$ cat config.mk
export PLATFORM = sky130hd
export DESIGN_NAME = sdiv_unit
export DESIGN_NICKNAME = d
export VERILOG_FILES = /design/src/rtl/sdiv_pkg.sv /design/src/rtl/sdiv_iter.sv /design/src/rtl/sdiv_fmt.sv /design/src/rtl/sdiv_unit.sv
export SDC_FILE = /design/constraint.sdc
export NUM_CORES = 1
export LEC_CHECK = 0
export ABC_AREA = 0
export CAP_MARGIN = 20
export CORE_MARGIN = 10
export CORE_UTILIZATION = 55
export CTS_CLUSTER_SIZE = 16
export DETAILED_ROUTE_END_ITERATION = 16
export GPL_ROUTABILITY_DRIVEN = 0
export PLACE_DENSITY_LB_ADDON = 0.15
export SETUP_SLACK_MARGIN = 0.1
export SLEW_MARGIN = 20
export SYNTH_ARGS = -nofsm -noshare
export SYNTH_HDL_FRONTEND = slang
export SYNTH_SLANG_ARGS = --single-unit
$ cat constraint.sdc
create_clock -name clk -period 10.5 [get_ports clk]
set_input_delay 2.1 -clock clk [delete_from_list [all_inputs] [get_ports clk]]
set_output_delay 2.1 -clock clk [all_outputs]
set_load 0.05 [all_outputs]
$ cat src/rtl/sdiv_pkg.sv
package sdiv_pkg;
  localparam int ADDR_W   = 3;
  localparam int NUM_REGS = 6;

  localparam int IDX_DIVISOR = 0;
  localparam int IDX_DVD32   = 1;
  localparam int IDX_HI      = 2;
  localparam int IDX_LO      = 3;
  localparam int IDX_REM_M   = 4;
  localparam int IDX_QUO_M   = 5;

  typedef logic [ADDR_W-1:0] sdiv_addr_t;

  typedef enum logic {
    MODE_SHORT = 1'b0,
    MODE_LONG  = 1'b1
  } sdiv_mode_e;
endpackage

$ cat src/rtl/sdiv_iter.sv
module sdiv_iter
  import sdiv_pkg::*;
#(
  parameter int W = 32
) (
  input  logic           clk,
  input  logic           rst,
  input  logic           start,
  input  sdiv_mode_e     mode,
  input  logic [2*W-1:0] num_mag,
  input  logic [W-1:0]   den_mag,
  output logic           valid,
  output logic [2*W-1:0] quo_mag,
  output logic [W-1:0]   rem_mag
);
  localparam int CNT_W = $clog2(2*W+1);

  logic [2*W-1:0] acc_q;
  logic [W-1:0]   rem_q;
  logic [W-1:0]   den_q;
  logic [CNT_W-1:0] cnt_q;
  logic           valid_q;

  logic [W:0]   partial;
  logic [W:0]   diff;
  logic         ge;
  logic [W-1:0] rem_nxt;

  always_comb begin
    partial = {rem_q, acc_q[2*W-1]};
    diff    = partial - {1'b0, den_q};
    ge      = (partial >= {1'b0, den_q});
    rem_nxt = ge ? diff[W-1:0] : partial[W-1:0];
  end

  always_ff @(posedge clk) begin
    if (rst) begin
      acc_q   <= '0;
      rem_q   <= '0;
      den_q   <= '0;
      cnt_q   <= '0;
      valid_q <= 1'b0;
    end else begin
      valid_q <= (cnt_q == CNT_W'(1));
      if (start) begin
        rem_q <= '0;
        den_q <= den_mag;
        if (mode == MODE_LONG) begin
          acc_q <= num_mag;
          cnt_q <= CNT_W'(2*W);
        end else begin
          acc_q <= {num_mag[W-1:0], {W{1'b0}}};
          cnt_q <= CNT_W'(W);
        end
      end else if (cnt_q != '0) begin
        rem_q <= rem_nxt;
        acc_q <= {acc_q[2*W-2:0], ge};
        cnt_q <= cnt_q - CNT_W'(1);
      end
    end
  end

  assign valid   = valid_q;
  assign quo_mag = acc_q;
  assign rem_mag = rem_q;


  one_pulse_chk: assert property (@(posedge clk) disable iff (rst)
    valid_q |=> !valid_q);


  no_restart_chk: assert property (@(posedge clk) disable iff (rst)
    start |-> (cnt_q == '0));
endmodule

$ cat src/rtl/sdiv_fmt.sv
module sdiv_fmt #(
  parameter int W = 32
) (
  input  logic [2*W-1:0] quo_mag,
  input  logic [W-1:0]   rem_mag,
  input  logic           neg_q,
  input  logic           neg_r,
  input  logic           zero,
  output logic [W-1:0]   quo,
  output logic [W-1:0]   rem
);
  localparam logic [2*W-1:0] POS_LIM = (2*W)'((64'd1 << (W-1)) - 64'd1);
  localparam logic [2*W-1:0] NEG_LIM = (2*W)'(64'd1 << (W-1));

  logic [2*W-1:0] q_signed;
  logic           pos_ovf;
  logic           neg_ovf;

  always_comb begin
    q_signed = neg_q ? (~quo_mag + (2*W)'(1)) : quo_mag;
    pos_ovf  = !neg_q && (quo_mag > POS_LIM);
    neg_ovf  = neg_q && (quo_mag > NEG_LIM);
    if (zero)
      quo = '0;
    else if (pos_ovf)
      quo = {1'b0, {(W-1){1'b1}}};
    else if (neg_ovf)
      quo = {1'b1, {(W-1){1'b0}}};
    else
      quo = q_signed[W-1:0];
    if (zero)
      rem = '0;
    else
      rem = neg_r ? (~rem_mag + W'(1)) : rem_mag;
  end


  always_comb begin
    if (!zero && (pos_ovf || neg_ovf))
      sat_value_chk: assert (quo == {1'b0, {(W-1){1'b1}}} || quo == {1'b1, {(W-1){1'b0}}});
  end
endmodule

$ cat src/rtl/sdiv_unit.sv
module sdiv_unit
  import sdiv_pkg::*;
#(
  parameter int W = 32
) (
  input  logic              clk,
  input  logic              rst,
  input  logic              wr_en,
  input  logic [ADDR_W-1:0] addr,
  input  logic [W-1:0]      wdata,
  output logic [W-1:0]      rdata,
  output logic              busy,
  output logic              done
);
  logic [W-1:0] regs_q [NUM_REGS];
  logic         busy_q, done_q;
  logic         neg_q_l, neg_r_l, zero_l;
  logic [W-1:0] rdata_q;

  logic           wr_ok;
  logic           start_short, start_long, start_any;
  sdiv_mode_e     mode;
  logic [2*W-1:0] dvd;
  logic [2*W-1:0] num_mag;
  logic [W-1:0]   dsr;
  logic [W-1:0]   den_mag;
  logic           dvd_neg, dsr_neg;

  logic           core_valid;
  logic [2*W-1:0] quo_mag;
  logic [W-1:0]   rem_mag;
  logic [W-1:0]   quo_fmt, rem_fmt;
  logic [W-1:0]   rd_val;

  always_comb begin
    wr_ok       = wr_en && !busy_q;
    start_short = wr_ok && (addr == sdiv_addr_t'(IDX_DVD32));
    start_long  = wr_ok && (addr == sdiv_addr_t'(IDX_LO));
    start_any   = start_short || start_long;
    mode        = start_long ? MODE_LONG : MODE_SHORT;
    dvd         = start_long ? {regs_q[IDX_HI], wdata} : {{W{wdata[W-1]}}, wdata};
    dvd_neg     = dvd[2*W-1];
    num_mag     = dvd_neg ? (~dvd + (2*W)'(1)) : dvd;
    dsr         = regs_q[IDX_DIVISOR];
    dsr_neg     = dsr[W-1];
    den_mag     = dsr_neg ? (~dsr + W'(1)) : dsr;
  end

  sdiv_iter #(.W(W)) i_iter (
    .clk     (clk),
    .rst     (rst),
    .start   (start_any),
    .mode    (mode),
    .num_mag (num_mag),
    .den_mag (den_mag),
    .valid   (core_valid),
    .quo_mag (quo_mag),
    .rem_mag (rem_mag)
  );

  sdiv_fmt #(.W(W)) i_fmt (
    .quo_mag (quo_mag),
    .rem_mag (rem_mag),
    .neg_q   (neg_q_l),
    .neg_r   (neg_r_l),
    .zero    (zero_l),
    .quo     (quo_fmt),
    .rem     (rem_fmt)
  );

  always_ff @(posedge clk) begin
    if (rst) begin
      busy_q  <= 1'b0;
      done_q  <= 1'b0;
      neg_q_l <= 1'b0;
      neg_r_l <= 1'b0;
      zero_l  <= 1'b0;
    end else begin
      done_q <= core_valid;
      if (start_any) begin
        busy_q  <= 1'b1;
        neg_q_l <= dvd_neg ^ dsr_neg;
        neg_r_l <= dvd_neg;
        zero_l  <= (dsr == '0);
      end else if (core_valid) begin
        busy_q <= 1'b0;
      end
    end
  end

  always_ff @(posedge clk) begin
    if (rst) begin
      for (int i = 0; i < NUM_REGS; i++)
        regs_q[i] <= '0;
    end else if (core_valid) begin
      regs_q[IDX_HI]    <= rem_fmt;
      regs_q[IDX_REM_M] <= rem_fmt;
      regs_q[IDX_LO]    <= quo_fmt;
      regs_q[IDX_QUO_M] <= quo_fmt;
    end else if (wr_ok) begin
      for (int i = 0; i < NUM_REGS; i++)
        if (addr == sdiv_addr_t'(i))
          regs_q[i] <= wdata;
    end
  end

  always_comb begin
    rd_val = '0;
    for (int i = 0; i < NUM_REGS; i++)
      if (addr == sdiv_addr_t'(i))
        rd_val = regs_q[i];
  end

  always_ff @(posedge clk) begin
    if (rst) rdata_q <= '0;
    else     rdata_q <= rd_val;
  end

  assign rdata = rdata_q;
  assign busy  = busy_q;
  assign done  = done_q;


  busy_done_chk: assert property (@(posedge clk) disable iff (rst)
    done_q |-> !busy_q);


  busy_fall_chk: assert property (@(posedge clk) disable iff (rst)
    $fell(busy_q) |-> done_q);


  mirror_chk: assert property (@(posedge clk) disable iff (rst)
    done_q |-> (regs_q[IDX_HI] == regs_q[IDX_REM_M] && regs_q[IDX_LO] == regs_q[IDX_QUO_M]));


  zero_div_chk: assert property (@(posedge clk) disable iff (rst)
    (done_q && zero_l) |-> (regs_q[IDX_HI] == '0 && regs_q[IDX_LO] == '0 &&
                            regs_q[IDX_REM_M] == '0 && regs_q[IDX_QUO_M] == '0));


  busy_write_chk: assert property (@(posedge clk) disable iff (rst)
    (busy_q && wr_en) |=> $stable(regs_q[IDX_DIVISOR]));
endmodule

==> out/results.tsv <==
metric	value	unit
cp_max_fo	58	
io_pins	72	
synth_top_cell_area_share	27.19	%
hp-class	reg -> reg	
cts_setup_buffers	0	
place_ws	4.174	ns
synth.distinct_cells	74	
drt-total-wl	72180	um
rows	71	
nets	2434	
critPathKind	in -> reg	
slew_violations	0	
ys.flop_type	edfxtp_1	
status	completed	
yosys_warnings	0	
finalCriticalPeriod	5.861	ns
dr.first_iter.drc_count	2499	
areaGrowthSynthToFinish	11.54	%
io_buffers	71	
cts_resized	0	
multi_input_area	11110	sq um
dr.pass1.iters	8	
reg2reg_slack	6.46	ns
num_antenna_cells	0	
die_width	216.4	um
clock_sinks	365	
die_h	216.4	um
syn-instance-count	2394	
tritoncts.num_buffers	41	
grt_use_total	29.63	%
core	37840	sq um
hp-start	i_iter.den_q[0]	
startpoint	addr[0]	
power_density	243.6	nW/um^2
holdBufCountCts	0	
timing.final.crit_share	55.82	%
min_to	i_iter.den_q[0]	
clk_latency	0.57	ns
htree_num_levels	2	
worst_pin_slew	1.211	ns
synth_edf_count	192	
yosys.area.top_type	edfxtp_1	
gr-total-overflow	0	
grt_start_max_net_pins	100	
peakVddDrop	0.0001709	V
p_leak	9.356	nW
worstPathRequired	10.99	ns
drv_cap	0	
r2r-start	i_iter.rem_mag[9]	
finalWorstSetupSlack	4.639	ns
setup_tns	0	ns
ys_ff_latch	365	
syn_area	21210	sq um
detailed_place_hpwl	49440	um
ant_nets	0	
wl_per_cell	24.88	um
worstSetupStartpointType	primary input	
min_path_cells	2	
clockRootBuffer	clkbuf_16	
finClkSkew	0.01582	ns
slew_headroom	18.25	%
layout-drive-gt1-share	6.653	%
clock_path_buffers	3	
endpoint_kind	flip-flop	
antenna_found_initial	0	
r2r_cells	11	
finalHoldViolations	0	
initial_core_util	56.04	%
vias_per_cell	6.563	
num_vias	19038	
cp.arrival	6.35	ns
regArea	9230	sq um
cts_tree	done	
fmaxAchievable	0.1706	GHz
syn_avg_cell_area	8.859	sq um
clkTransAtPathRegs	0.06	ns
synth_seq_area_share	43.52	%
grt_pass1_vias	17974	
rsz0062_at_grt	no	
fill_cells	3266	
reg2reg_to	i_iter.quo_mag[0]	
drc	0	
async_flop_share	0	%
setup_violations	0	
dieArea	46810	sq um
synthTopCellsByArea	edfxtp_1 27%, dfxtp_1 16%, nand2_1 5.4%, xor2_1 4.5%, nor2_1 3.8%	
grt_pass1_wl	108400	um
syn_nets	2471	
==> placed cells by master (no fill, tap or decap), drive strengths merged, types with 18 or more instances in the layout <==
cell	instances
a211oi	72
a21o	87
a21oi	134
a22oi	88
a31oi	42
and2	74
buf	42
clkbuf	58
clkdlybuf4s50	70
dfxtp	173
edfxtp	192
ha	38
inv	59
nand2	304
nand2b	22
nand3	22
nor2	215
nor3	50
nor4	25
o21ai	133
o31ai	42
or3	18
or4	23
xnor2	69
xor2	108
==> synthesized netlist by cell type (all sizes together), types with 11 or more instances <==
cell / count
o21a: 16
a21oi: 134
mux2i: 17
o311ai: 12
nand2b: 22
a22oi: 88
a21o: 87
o21ai: 133
nor3: 50
buf: 24
ha: 38
nand2: 304
clkbuf: 168
a211o: 16
edfxtp: 192
nor4: 25
xor2: 108
nor2b: 11
nand3: 22
o41ai: 17
and2: 74
inv: 58
xnor2: 69
or3: 18
or4: 23
a211oi: 72
o31ai: 42
a31oi: 42
nor2: 215
dfxtp: 173
or2: 11
==> routing by layer <==
layer | GRT usage, % | vias up | share of wire, %
met4 | 11.35 | 0 | 3.6
met1 | 38.78 | 9106 | 39
met5 | 0 | - | 0
li1 | - | 8596 | -
met3 | 7.591 | 175 | 12
met2 | 46.28 | 1161 | 45
==> registers in the layout (all words and copies together) (netlist names) <==
register / flops
i_iter.valid: 1
done: 1
i_iter.cnt_q: 7
i_iter.rem_mag: 32
i_iter.quo_mag: 64
rdata: 32
neg_r_l: 1
neg_q_l: 1
busy: 1
regs_q: 192
i_iter.den_q: 32
zero_l: 1
==> stage by stage <==
step                utilization [%]  total power [mW]  area (sq um)  hold slack, ns  instances
floorplan                         -             3.551         21210          0.4357       2394
detailed placement            58.68             4.164         22210          0.4521       2825
global route                  62.51             6.036         23660          0.4971       2901
global placement              58.67             4.124         22200          0.4498       2825
CTS                           62.49             5.709         23650          0.4604       2901
finish                        62.51             5.763         23660          0.4641       2901
==> worst max path at each step <==
stage / end / cells past startpoint
2_1_floorplan: regs_q[5][0] / 4
3_3_place_gp: i_iter.quo_mag[39] / 12
3_5_place_dp: i_iter.quo_mag[39] / 12
4_1_cts: i_iter.quo_mag[39] / 12
5_1_grt: i_iter.quo_mag[47] / 12
6_report: i_iter.quo_mag[39] / 12
==> cell type report <==
| type | count | share of cell area [%] |
|---|---|---|
| repair buffers | 112 | 4.311 |
| inverters | 58 | 0.9203 |
| well taps | 511 | 2.703 |
| multi-input cells | 1779 | 46.95 |
| clock inverters | 18 | 0.9574 |
| flip-flops and latches | 365 | 39.02 |
| clock buffers | 58 | 5.136 |
==> worst max-delay path, cell delays in order <==
cell and delay (ns):
clkdlybuf4s50_1 0.99, and3b_1 0.25, buf_4 0.38, and2_2 0.26, buf_4 0.53, nand2_1 0.22
nand2_1 0.60, o21ai_0 0.26, xor2_1 0.21, a211oi_1 0.26, a21oi_1 0.06, nor3_1 0.18
==> logic make-up after synthesis <==
group / Yosys count / share of synthesized area [%]
xor gates and xnor gates: 177 / 7.310
buffers and inverters: 250 / 4.484
and+or+nand+nor: 818 / 18.11
muxes: 28 / 1.652
AOI/OAI and AO/OA: 717 / 22.60
DFF: 365 / 43.52
adders and majority gates: 39 / 2.336
==> power by group <==
part	switching, mW	internal (mW)	total (mW)
Sequential	0.256	1.75	2.01
Clock	0.614	0.932	1.55
Combinational	1.41	0.799	2.21
No activity file was read; power rests on OpenSTA's default activity.
